==> config.mk <==
export PLATFORM = sky130hd
export DESIGN_NAME = cfg3w_port
export DESIGN_NICKNAME = d
export VERILOG_FILES = /design/src/rtl/cfg3w_pkg.sv /design/src/rtl/cfg3w_sync.sv /design/src/rtl/cfg3w_shifter.sv /design/src/rtl/cfg3w_regs.sv /design/src/rtl/cfg3w_port.sv
export SDC_FILE = /design/constraint.sdc
export NUM_CORES = 1
export LEC_CHECK = 0
export BUFFER_PORTS_ARGS = -buffer_cell sky130_fd_sc_hd__buf_2
export CORE_MARGIN = 1.5
export CORE_UTILIZATION = 53
export DETAILED_ROUTE_END_ITERATION = 7
export PLACE_DENSITY = 0.77
export SETUP_SLACK_MARGIN = 0.3
export SLEW_MARGIN = 20
export SYNTH_ARGS = -nofsm -noshare
export SYNTH_HDL_FRONTEND = slang
export SYNTH_SLANG_ARGS = --single-unit
==> constraint.sdc <==
create_clock -name clk -period 1.9 [get_ports clk]
set_clock_uncertainty 0.15 [all_clocks]
set_input_delay 0.19 -clock clk [delete_from_list [all_inputs] [get_ports clk]]
set_output_delay 0.19 -clock clk [all_outputs]
set_load 0.005 [all_outputs]
==> src/rtl/cfg3w_pkg.sv <==
package cfg3w_pkg;

    localparam int W1_LEN = 24;
    localparam int W2_LEN = 14;
    localparam int SR_W   = (W1_LEN > W2_LEN) ? W1_LEN : W2_LEN;

    typedef enum logic {
        OSC_RX = 1'b0,
        OSC_TX = 1'b1
    } osc_sel_e;

    typedef struct packed {
        logic [1:0] ref_code;
        logic [4:0] swallow;
        logic [2:0] main_code;
        osc_sel_e   osc;
        logic       spare;
        logic       comp_en;
        logic [2:0] dev_scale;
        logic [3:0] pretune;
        logic [1:0] cp_code;
        logic       filt_en;
    } word1_t;

    typedef struct packed {
        logic [1:0] pwr_code;
        logic [4:0] dac_code;
        logic [2:0] comp_scale;
        logic [2:0] test_code;
    } word2_t;

    function automatic logic signed [2:0] cp_step(input logic [1:0] code);
        return $signed({1'b0, code}) - 3'sd1;
    endfunction

    function automatic logic signed [5:0] pwr_dbm(input logic [1:0] code);
        case (code)
            2'd0:    return -6'sd21;
            2'd1:    return -6'sd11;
            2'd2:    return -6'sd4;
            default: return 6'sd3;
        endcase
    endfunction

endpackage

==> src/rtl/cfg3w_sync.sv <==
module cfg3w_sync #(
    parameter int W       = 3,
    parameter int STAGES  = 2,
    parameter logic [W-1:0] RST_VAL = '0
) (
    input  logic         clk,
    input  logic         rst,
    input  logic [W-1:0] d_i,
    output logic [W-1:0] q_o
);
    logic [STAGES-1:0][W-1:0] stage_q;

    for (genvar s = 0; s < STAGES; s++) begin : g_stage
        if (s == 0) begin : g_first
            always_ff @(posedge clk) begin
                if (rst) stage_q[0] <= RST_VAL;
                else     stage_q[0] <= d_i;
            end
        end else begin : g_next
            always_ff @(posedge clk) begin
                if (rst) stage_q[s] <= RST_VAL;
                else     stage_q[s] <= stage_q[s-1];
            end
        end
    end

    assign q_o = stage_q[STAGES-1];
endmodule

==> src/rtl/cfg3w_shifter.sv <==
module cfg3w_shifter
    import cfg3w_pkg::*;
(
    input  logic            clk,
    input  logic            rst,
    input  logic            sclk_s_i,
    input  logic            sdat_s_i,
    input  logic            sen_s_i,
    output logic [SR_W-1:0] frame_o,
    output logic            load_o
);
    logic            sclk_d, sen_d;
    logic [SR_W-1:0] sreg_q;
    logic            load_q;
    logic            sclk_rise;

    assign sclk_rise = sclk_s_i & ~sclk_d;

    always_ff @(posedge clk) begin
        if (rst) begin
            sclk_d <= 1'b0;
            sen_d  <= 1'b1;
            sreg_q <= '0;
            load_q <= 1'b0;
        end else begin
            sclk_d <= sclk_s_i;
            sen_d  <= sen_s_i;
            if (sclk_rise && !sen_s_i)
                sreg_q <= {sreg_q[SR_W-2:0], sdat_s_i};
            load_q <= sen_s_i & ~sen_d;
        end
    end

    assign frame_o = sreg_q;
    assign load_o  = load_q;


    sreg_hold_chk: assert property (@(posedge clk) disable iff (rst)
        sen_s_i |=> $stable(sreg_q));


    load_single_chk: assert property (@(posedge clk) disable iff (rst)
        load_q |=> !load_q);
endmodule

==> src/rtl/cfg3w_regs.sv <==
module cfg3w_regs
    import cfg3w_pkg::*;
(
    input  logic            clk,
    input  logic            rst,
    input  logic [SR_W-1:0] frame_i,
    input  logic            load_i,
    output word1_t          w1_o,
    output word2_t          w2_o
);
    word1_t w1_q;
    word2_t w2_q;
    logic   addr;

    assign addr = frame_i[0];

    always_ff @(posedge clk) begin
        if (rst) begin
            w1_q <= '0;
            w2_q <= '0;
        end else if (load_i) begin
            if (addr) w1_q <= word1_t'(frame_i[W1_LEN-1:1]);
            else      w2_q <= word2_t'(frame_i[W2_LEN-1:1]);
        end
    end

    assign w1_o = w1_q;
    assign w2_o = w2_q;


    fields_quiet_chk: assert property (@(posedge clk) disable iff (rst)
        !load_i |=> ($stable(w1_q) && $stable(w2_q)));


    word2_kept_chk: assert property (@(posedge clk) disable iff (rst)
        (load_i && frame_i[0]) |=> $stable(w2_q));


    word1_kept_chk: assert property (@(posedge clk) disable iff (rst)
        (load_i && !frame_i[0]) |=> $stable(w1_q));
endmodule

==> src/rtl/cfg3w_port.sv <==
module cfg3w_port
    import cfg3w_pkg::*;
#(
    parameter int SYNC_STAGES = 2
) (
    input  logic              clk,
    input  logic              rst,
    input  logic              ser_clk_i,
    input  logic              ser_data_i,
    input  logic              ser_en_i,
    output logic [1:0]        ref_code_o,
    output logic [4:0]        swallow_o,
    output logic [2:0]        main_code_o,
    output logic              osc_tx_o,
    output logic              comp_en_o,
    output logic [2:0]        dev_scale_o,
    output logic [3:0]        pretune_o,
    output logic [1:0]        cp_code_o,
    output logic signed [2:0] cp_step_o,
    output logic              filt_en_o,
    output logic [1:0]        pwr_code_o,
    output logic signed [5:0] pwr_dbm_o,
    output logic [4:0]        dac_code_o,
    output logic [2:0]        comp_scale_o,
    output logic [2:0]        test_code_o
);
    logic [2:0]      pins_s;
    logic [SR_W-1:0] frame;
    logic            load;
    word1_t          w1;
    word2_t          w2;
    logic            unused_spare;

    cfg3w_sync #(.W(3), .STAGES(SYNC_STAGES), .RST_VAL(3'b100)) u_sync (
        .clk (clk),
        .rst (rst),
        .d_i ({ser_en_i, ser_data_i, ser_clk_i}),
        .q_o (pins_s)
    );

    cfg3w_shifter u_shift (
        .clk      (clk),
        .rst      (rst),
        .sclk_s_i (pins_s[0]),
        .sdat_s_i (pins_s[1]),
        .sen_s_i  (pins_s[2]),
        .frame_o  (frame),
        .load_o   (load)
    );

    cfg3w_regs u_regs (
        .clk     (clk),
        .rst     (rst),
        .frame_i (frame),
        .load_i  (load),
        .w1_o    (w1),
        .w2_o    (w2)
    );

    assign unused_spare = w1.spare;

    assign ref_code_o   = w1.ref_code;
    assign swallow_o    = w1.swallow;
    assign main_code_o  = w1.main_code;
    assign osc_tx_o     = (w1.osc == OSC_TX);
    assign comp_en_o    = w1.comp_en;
    assign dev_scale_o  = w1.dev_scale;
    assign pretune_o    = w1.pretune;
    assign cp_code_o    = w1.cp_code;
    assign cp_step_o    = cp_step(w1.cp_code);
    assign filt_en_o    = w1.filt_en;
    assign pwr_code_o   = w2.pwr_code;
    assign pwr_dbm_o    = pwr_dbm(w2.pwr_code);
    assign dac_code_o   = w2.dac_code;
    assign comp_scale_o = w2.comp_scale;
    assign test_code_o  = w2.test_code;
endmodule

### Yosys cells after proc, flatten, opt, wreduce, memory -nomap -nowiden

Index checks and enable logic that the tools add are counted.

| storage, ports and cells | value |
|---|---|
| register bits after elaboration | 68 |
| input port bits | 5 |
| output and inout bits | 44 |
| word-level logic and storage cells | 33 |

| cells by class | value |
|---|---|
| $add $sub $neg | 1 |
| equal/unequal tests | 2 |
| muxes and demuxes | 1 |
| bitwise gates (word level) | 5 |
| reduce and logical (&&, ||, !) cells | 5 |

Operators by type and width:

| kind | count |
|---|---|
| 6-bit case mux with 3 select lines | 1 |
| 2-bit AND reduction | 2 |
| 1-bit inverter | 3 |
| 2-bit by 1-bit subtractor with 3-bit output (second input constant) | 1 |
| 1-bit bitwise AND | 2 |
| 2-bit by 1-bit equality test with 1-bit output (second input constant) | 1 |
| 2-bit equality test (second input constant) | 1 |
| 2-bit zero test | 1 |
| 1-bit logical AND | 1 |
| 1-bit zero test | 1 |

### Logic depth before layout (Yosys ltp)

Gate-level depths: netlist (run 1).

| depth | value |
|---|---|
| depth in word-level cells | 3 |
| mapped depth | 5 |
| mapped depth without buffers | 4 |

### By module

From an unflattened synthesis (run 1), not the netlist that was laid out.

| second synthesis, totals | value |
|---|---|
| cells, all modules | 263 |
| area total of the unflattened synthesis | 2849.0 µm² |

By module, submodules not included:

| module | times used | cells each | area an instance (µm²) | sequential area each (µm²) |
|---|---|---|---|---|
| cfg3w_regs | 1 | 147 | 1531.5 | 720.7 |
| cfg3w_shifter | 1 | 86 | 1027.2 | 540.5 |
| cfg3w_sync | 1 | 15 | 180.2 | 120.1 |
| cfg3w_port | 1 | 15 | 110.1 | 0.0 |

### Worst setup path after synthesis (run 1)

OpenSTA, ideal clock, no wires.

| timing path | value |
|---|---|
| path type | register to register |
| start point | register u_shift.sclk_d |
| end point | register u_shift.sreg_q[14] (netlist: u_shift.frame_o[14]) |
| library setup time | 0.132 ns |
| arrival | 1.032 ns |
| required time | 1.618 ns |
| path slack | 0.586 ns |
| stages on the path, launching flop included | 6 |
| path buffers | 2 |
| period minus slack after synthesis | 1.314 ns |
| cell sequence | dfxtp_1 -> or3b_1 -> buf_2 -> buf_6 -> nand2_1 -> a21oi_1 |

| between the ends | value |
|---|---|
| word-level cells in the longest chain between the ends | 3 |

Ends and longest elaborated chain:

| what | RTL line | RTL |
|---|---|---|
| from (decl) | cfg3w_shifter.sv:12 | `logic sclk_d, sen_d;` |
| from (signal assigned) | cfg3w_shifter.sv:26 | `sclk_d <= sclk_s_i;` |
| 1-bit inverter | cfg3w_shifter.sv:17 | `assign sclk_rise = sclk_s_i & ~sclk_d;` |
| 1-bit bitwise AND | cfg3w_shifter.sv:17 |  |
| 1-bit logical AND | cfg3w_shifter.sv:28 | `if (sclk_rise && !sen_s_i)` |
| to (signal assigned) | cfg3w_shifter.sv:29 | `sreg_q <= {sreg_q[SR_W-2:0], sdat_s_i};` |
| to (decl) | cfg3w_shifter.sv:13 | `logic [SR_W-1:0] sreg_q;` |

Every way passes these cells.
A chain may end at the register's enable or synchronous reset.

### Worst setup path after layout (run 1)

| timing path | value |
|---|---|
| start point | register u_regs.w2_q, in the netlist u_regs.w2_o[11] |
| end point | output port pwr_dbm_o[3] |

| between the ends | value |
|---|---|
| word-level cells in the longest chain between the ends | 2 |
| elaborated cells between the ends (all ways) | 4 |
| those cells by class | 2 x eq/ne; 1 x mux; 1 x reduce/logical |

Ends and longest elaborated chain:

| what | RTL line | RTL |
|---|---|---|
| from (decl) | cfg3w_regs.sv:12 | `word2_t w2_q;` |
| from (signal assigned) | cfg3w_regs.sv:23 | `else w2_q <= word2_t'(frame_i[W2_LEN-1:1]);` |
| 2-bit equality test, or another cell as far along | cfg3w_pkg.sv:37 | `case (code)` |
| 6-bit case mux with 3 select lines * | cfg3w_pkg.sv:37 |  |
| to (decl) | cfg3w_port.sv:22 | `output logic signed [5:0] pwr_dbm_o,` |

Every way passes the cells marked *; elsewhere a longest branch is shown, timed or not.

==> results of run 1 <==
-- power breakdown --
| group | total, mW | switching, mW | internal, mW |
|---|---|---|---|
| Combinational | 0.0469 | 0.0296 | 0.0173 |
| Sequential | 1.43 | 0.00315 | 1.43 |
| Clock | 1.10 | 0.491 | 0.608 |
-- cell usage after synthesis (all sizes together) --
cell,n
inv,8
or2,3
and2,1
nor2b,6
nor2,2
ha,5
nand2,119
or3b,1
nand2b,1
nor3b,2
clkbuf,9
buf,11
a21oi,59
dfxtp,68
-- what timing repair did --
item,in CTS,in global routing
gates cloned,0,0
hold endpoints to repair,3,0
resized for setup,2,7
endpoints found under the setup margin,4,29
buffers inserted,0,0
hold buffers,3,0
-- layer usage --
layer / track usage / wire length (µm) / vias to the layer above
met1: 0.2493 / 2224 / 864
met3: 0.06205 / 232 / 7
met5: 0 / 0 / -
met4: 0.08974 / 62 / 0
li1: - / - / 1031
met2: 0.3291 / 2166 / 49
-- sequential cells by signal (all words and copies together) (netlist names) --
register	count
u_sync.q_o	3
u_shift.load_o	1
u_sync.stage_q	3
u_shift.frame_o	24
u_regs.w2_o	13
u_shift.sclk_d	1
u_shift.sen_d	1
u_regs.w1_o	22
-- metrics by stage --
stage / power, mW / util
after floorplan: 1.498 / -
final: 2.580 / 0.6672
after CTS: 2.606 / 0.6624
after global routing: 2.669 / 0.6672
after detailed placement: 1.509 / 0.6118
after global placement: 1.509 / 0.6118
-- cells in the final DEF (no fill, tap or decap), drive strengths merged --
master / Yosys / routed
clkbuf: 9 / 14
nor3b: 2 / 2
or3b: 1 / 1
dfxtp: 68 / 68
nor2b: 6 / 6
nand2b: 1 / 1
dlygate4sd3: 0 / 3
and2: 1 / 1
or2: 3 / 3
buf: 11 / 54
nor2: 2 / 2
ha: 5 / 5
clkinv: 0 / 1
inv: 8 / 8
nand2: 119 / 119
a21oi: 59 / 59
-- cells by family (layout without fill, tap and decap cells) --
| group | Yosys count | in the layout |
|---|---|---|
| and+or+nand+nor | 135 | 135 |
| DFF | 68 | 68 |
| buffers and inverters | 28 | 80 |
| AOI/OAI and AO/OA | 59 | 59 |
| adders and majority gates | 5 | 5 |
-- worst paths after layout --
check,from,endpoint,slack [ns],depth (start not counted)
max,u_regs.w2_o[11],pwr_dbm_o[3],0.36,5
min,rst,u_sync.stage_q[1],0.19,2
max reg2reg,u_shift.frame_o[0],u_regs.w1_o[7],0.43,4
min reg2reg,u_shift.sen_d,u_shift.load_o,0.24,1
-- cell type report --
class / instances / area (µm²)
inverter: 8 / 32.53
timing repair buffer: 57 / 327.8
clock buffer: 14 / 182.7
fill: 371 / 1449
sequential: 68 / 1368
clock inverter: 1 / 5.005
multi-input combinational: 199 / 924.6
tap: 52 / 65.06
==> flow_metrics.tcl, run 1 <==
set metrics [dict create \
    synth_nets 305 \
    rsz0062_at_grt "no" \
    pre_cts_slack_ns 0.3326 \
    antenna_found_initial 0 \
    area_growth_pct 20.81 \
    fmax_mhz 647.4 \
    place.gp.congestion 0.7442 \
    coreArea_um2 4354 \
    htree_levels 3 \
    first_iter_violations 96 \
    tns_ns 0 \
    die_w_um 70.36 \
    cap_violations 0 \
    syn_avg_cell_area_um2 8.152 \
    synth_compound_area_frac 0.1228 \
    worst_hold_slack_ns 0.1861 \
    ys_warn_count 0 \
    clock_latency_ns 0.33 \
    drive_gt1_frac 0.2248 \
    start_util 0.5523 \
    peakVddDrop_mv 0.5405 \
    synth_largest_area_cell "dfxtp_1" \
    hold_violations 0 \
    gr-usage-all-layers 0.2035 \
    nets 353 \
    layout_min_cycle_time_ns 1.545 \
    setup_slack_ns 0.3555 \
    routedWlPerCell_um 11.74 \
    critPathBufInv 2 \
    fin_cells 399 \
    drt_pre_antenna_iters 4 \
    path_delay_family "flip-flops" \
    vias_per_cell 4.890 \
    period_share 0.8129 \
    worst_pin_slew_ns 0.5585 \
    postRouteAntennaNets 0 \
    place_inst 381 \
    diodes 0 \
    cts_tree "built" \
    detailed_place_hpwl_mm 2.942 \
    die-area_um2 4951 \
    pwr_density_cell_nw_per_um2 888.1 \
    grt_max_degree 39 \
    synth_top_area_frac 0.5661 \
    syn_inst 295 \
    numCtsBuffers 9 \
    grt_pass1_vias 1793 \
    synth-xor-area-share 0 \
    crit_chain "inv_4 -> ha_1 -> nor2_1 -> nor2_1 -> buf_2" \
    synthTopCellsByArea "dfxtp_1 57%, nand2_1 19%, a21oi_1 12%" \
    cts_root_buf "clkbuf_8" \
    muxShareOfSynthArea 0 \
    ys_ff_latch 68 \
    leakagePower_nw 1.119 \
    end_kind "primary output" \
    grt_pass1_wl_mm 7.935 \
    critPathLaunchType "flop" \
    synth_area_um2 2405 \
    finalWirelength_mm 4.686 \
    hold_path.class "in -> reg" \
    drc 0 \
    status "complete, no violations" \
    crit_fanout 4 \
    synth_top_family_by_area "simple AND/OR/NAND/NOR gates" \
    slew_violations 0 \
    synth_simple_gate_area_frac 0.2294 \
    cp_common_cell "nor2_1" \
    final_area_um2 2905 \
    row_count 24 \
    slowest_delay_ns 0.37 \
    grt-ovfl-total 0 \
    cp_slowest_cell "dfxtp_4" \
    arrival_ns 1.20 \
    synthAdderAreaFrac 0.02601 \
    dpl-instance-area_um2 2664 \
    seq_area_frac_synth 0.5661 \
    clk_transition_reported_paths_ns 0.07 \
    cts_sinks 68 \
    slew_headroom 0.6277 \
    critPathKind "reg -> out" \
    die_y_um 70.36 \
    num_vias 1951 \
    cp_data_required_time_ns 1.56 \
    clockBufferDepth 2 \
    finalSetupViolations 0 \
    portBuffers 48 \
    io_pins 49 \
    synth_cell_types 17 \
]
Power figures use the tool's default switching activity.
==> run 2, diff against run 1 <==
Settings changed: CORE_UTILIZATION 53 to 48, PLACE_DENSITY 0.77 to 0.74.
Clock period 1.9 ns to 1.3 ns, I/O delays scaled along.
==> flow_metrics.tcl, run 2 (synthesis gave the netlist of run 1 again) <==
set metrics [dict create \
    critPathLaunchType "flop" \
    final_area_um2 4369 \
    drt_pre_antenna_iters 5 \
    arrival_ns 1.23 \
    largest_reg_flops 24 \
    clockBufferDepth 2 \
    n_fill_cell 175 \
    grt_pass1_wl_mm 11.30 \
    vias_per_cell 5.764 \
    start_util 0.5025 \
    routedWlPerCell_um 21.41 \
    grt_pass1_vias 2288 \
    setup_slack_ns -0.2143 \
    postRouteAntennaNets 0 \
    switching_share 0.2249 \
    io_pins 49 \
    gr-usage-all-layers 0.2823 \
    tns_ns -3.414 \
    clkPwrFrac 0.452 \
    antenna_found_initial 0 \
    cts_root_buf "clkbuf_8" \
    cp_data_required_time_ns 1.02 \
    fmax_mhz 660.4 \
    dpl-instance-area_um2 2754 \
    p_sw_mw 0.9065 \
    area_growth_pct 81.69 \
    layout_common_cells "55 x a21oi_2, 43 x nand2_1, 43 x nand2_4" \
    die_w_um 73.78 \
    fin_cells 461 \
    diodes 0 \
    clk_transition_reported_paths_ns 0.07 \
    grt_max_degree 52 \
    pwr_density_cell_nw_per_um2 922.6 \
    end_kind "primary output" \
    crit_fanout 5 \
    cap_violations 0 \
    num_vias 2657 \
    clock_latency_ns 0.34 \
    hold_path.class "in -> reg" \
    die-area_um2 5443 \
    cts_sinks 68 \
    grt-ovfl-total 0 \
    leakagePower_nw 1.682 \
    seqPwrFrac 0.518 \
    cts_tree "built" \
    layout_min_cycle_time_ns 1.514 \
    numCtsBuffers 9 \
    htree_levels 3 \
    place.gp.congestion 0.7414 \
    drive_gt1_frac 0.7716 \
    intPower_mw 3.124 \
    finalSetupViolations 32 \
    failed_checks "negative hold slack, negative setup slack" \
    row_count 25 \
    rsz0062_at_grt "yes" \
    period_share 1.165 \
    peakVddDrop_mv 0.7259 \
    layout.cells.most_common "a21oi_2" \
    critPathKind "reg -> out" \
    portBuffers 48 \
    power_mw 4.031 \
    slew_violations 0 \
    status "finished with violations" \
    die_y_um 73.78 \
    place_inst 396 \
    worst_pin_slew_ns 0.3943 \
    coreArea_um2 4786 \
    drc 0 \
    combPwrFrac 0.030 \
    slew_headroom 0.7368 \
    finalWirelength_mm 9.868 \
    hold_violations 3 \
    first_iter_violations 270 \
    detailed_place_hpwl_mm 3.016 \
    worst_hold_slack_ns -0.04210 \
    nets 400 \
]
## run 2: cell types whose count changed in the layout (fill, tap and decap cells not counted), sizes merged
cell	previous run	this run
nand2b	1	2
clkinv	1	0
buf	54	96
clkbuf	14	15
and2	1	4
dlygate4sd3	3	4
## run 2: timing repair
item / in CTS / in global routing
hold buffers: 4 / 1
buffers inserted: 24 / 12
gates resized for setup: 158 / 114
pin swaps: 75 / 36
cloned: 10 / 0
hold endpoints to repair: 8 / 5
setup endpoints to repair: 103 / 111
## run 2: area by class of cell
cell class              count  area (µm²)  share of cell area
inverters                   8       32.53            0.007446
clock buffers              15       206.4             0.04725
flip-flops and latches     68        1425              0.3262
repair buffers            100       978.4              0.2239
multi-input cells         203        1643              0.3760
well taps                  67       83.83             0.01919
## run 2: critical path: stages, from the launching register on
cell and delay [ns]:
dfxtp_4 0.39, inv_2 0.05, ha_4 0.16, nor2_4 0.11, nor2_1 0.05, buf_2 0.13
## run 2: worst paths after layout
| kind | start | end | slack (ns) | depth (start not counted) |
|---|---|---|---|---|
| max | u_regs.w2_o[12] | pwr_dbm_o[3] | -0.21 | 5 |
| min | rst | u_sync.stage_q[2] | -0.04 | 2 |
| max reg2reg | u_sync.q_o[2] | u_shift.frame_o[5] | -0.13 | 4 |
| min reg2reg | u_shift.sen_d | u_shift.load_o | 0.25 | 1 |
## run 2: per-stage QoR
step / worst slack, ns / hold slack, ns / utilization
after global placement: 0.005011 / 0.1640 / 0.5754
final: -0.2143 / -0.04210 / 0.9129
after floorplan: -0.01353 / 0.08381 / -
after CTS: -0.1569 / 0.01950 / 0.7942
after global routing: -0.2591 / -0.03273 / 0.9129
after detailed placement: -0.02896 / 0.1681 / 0.5754
## run 2: metal layers
layer,share of wire,vias up,global-route usage
met4,0.056,0,0.1728
met3,0.076,61,0.06036
li1,-,1142,-
met5,0,-,0
met2,0.50,180,0.4515
met1,0.37,1274,0.3456
## run 2: power groups by stage
stage | logic [mW] | clock network (mW) | registers (mW)
after floorplan | 0.0480 | 0 | 2.14
after global placement | 0.0654 | 0 | 2.14
after detailed placement | 0.0651 | 0 | 2.14
after CTS | 0.101 | 1.76 | 2.09
after global routing | 0.128 | 1.91 | 2.09
final | 0.123 | 1.82 | 2.09
==> run 3, diff against run 2 <==
Settings changed: REMOVE_ABC_BUFFERS set to 1.
==> flow_metrics.tcl, run 3 (synthesis gave the netlist of run 1 again) <==
set metrics [dict create \
    status "finished with violations" \
    failed_checks "negative setup slack" \
    critPathBufInv 3 \
    crit_fanout 5 \
    timing.rr.end "u_shift.frame_o[4]" \
    die_y_um 73.78 \
    cts_sinks 68 \
    largest_reg_flops 24 \
    row_count 25 \
    grt_pass1_wl_mm 9.660 \
    cts_root_buf "clkbuf_8" \
    rsz0062_at_grt "yes" \
    clk_transition_reported_paths_ns 0.08 \
    fmax_mhz 654.0 \
    slew_headroom 0.6901 \
    hold_path.class "in -> reg" \
    r2r_start "u_shift.sclk_d" \
    drt_pre_antenna_iters 4 \
    finalWirelength_mm 8.471 \
    setup_slack_ns -0.2290 \
    cp_data_required_time_ns 1.02 \
    nets 392 \
    place.gp.congestion 0.7864 \
    numCtsBuffers 9 \
    postRouteAntennaNets 0 \
    cap_violations 0 \
    leakagePower_nw 1.920 \
    critPathKind "reg -> out" \
    layout_min_cycle_time_ns 1.529 \
    htree_levels 3 \
    die-area_um2 5443 \
    drive_gt1_frac 0.7953 \
    hold_violations 0 \
    routedWlPerCell_um 18.70 \
    worst_pin_slew_ns 0.4649 \
    grt_max_degree 47 \
    area_growth_pct 77.63 \
    pwr_density_cell_nw_per_um2 929.4 \
    num_vias 2414 \
    portBuffers 48 \
    path_delay_family "flip-flops" \
    pre_cts_slack_ns -0.01874 \
    cts_tree "built" \
    detailed_place_hpwl_mm 3.072 \
    crit_chain "inv_4 -> ha_4 -> inv_2 -> buf_2" \
    coreArea_um2 4786 \
    antenna_found_initial 0 \
    arrival_ns 1.25 \
    regToRegSetupSlack_ns -0.14 \
    diodes 0 \
    hold_end "u_shift.frame_o[14]" \
    worst_r2r_path_depth 6 \
    hold_start "rst" \
    peakVddDrop_mv 0.7681 \
    finalSetupViolations 33 \
    clock_latency_ns 0.35 \
    start_util 0.5025 \
    grt_pass1_vias 2107 \
    fin_util 0.8925 \
    first_iter_violations 102 \
    cp_slowest_cell "dfxtp_4" \
    clockBufferDepth 2 \
    die_w_um 73.78 \
    grt-ovfl-total 0 \
    drc 0 \
    period_share 1.176 \
    io_pins 49 \
    critPathLaunchType "flop" \
    slew_violations 0 \
    layout.cells.most_common "a21oi_2" \
    layout_common_cells "52 x a21oi_2, 47 x nand2_2, 40 x nand2_4" \
    vias_per_cell 5.329 \
    holdPathStages 2 \
    gr-usage-all-layers 0.2378 \
    end_kind "primary output" \
    worst_hold_slack_ns 0.06860 \
    slowest_delay_ns 0.41 \
]
==> run 3: layout make-up <==
class	instances	area, µm²
Multi-Input combinational cell	199	1610
Timing Repair Buffer	96	928.4
Clock buffer	10	137.6
Sequential cell	68	1421
Inverter	8	37.54
Fill cell	197	514.2
Tap cell	67	83.83
Clock inverter	5	52.55
==> run 3: worst max path at each step <==
stage,start,to,slack [ns],cells after the start
finish,u_regs.w2_o[12],pwr_dbm_o[1],-0.23,4
global route,u_regs.w2_o[12],pwr_dbm_o[1],-0.26,4
CTS,u_regs.w2_o[11],pwr_dbm_o[1],-0.16,4
detailed placement,u_sync.q_o[0],u_shift.frame_o[12],-0.02,4
global placement,u_sync.q_o[0],u_shift.frame_o[13],0.03,4
floorplan,u_shift.sclk_d,u_shift.frame_o[0],-0.22,3
==> run 3: metrics by stage <==
step	instance area [µm²]	std cells	power (mW)	TNS, ns
after global placement	2770	406	2.214	0
after floorplan	2301	275	2.158	-7.867
after detailed placement	2770	406	2.215	-0.1070
after CTS	3633	442	3.896	-1.757
after global routing	4272	453	4.069	-4.686
final	4272	453	3.970	-3.335
==> run 3: layer usage <==
layer	vias to the layer above	routed length, µm	share of wire	track usage
met1	1193	3284	0.39	0.2749
li1	1111	-	-	-
met5	-	0	0	0
met4	0	277	0.033	0.06996
met2	81	4552	0.54	0.4104
met3	29	356	0.042	0.08642
==> run 3: where the power goes <==
part           total (mW)  internal [mW]  switching (mW)
clock                1.75          0.918           0.837
combinational       0.126         0.0493          0.0769
sequential           2.09           2.08         0.00522
==> run 3: what timing repair did <==
action,CTS,global route
gates resized for setup,164,146
buffers inserted,12,10
pin swaps,55,46
setup endpoints to repair,103,104
hold buffers,3,0
cloned,6,1
hold endpoints to repair,3,0
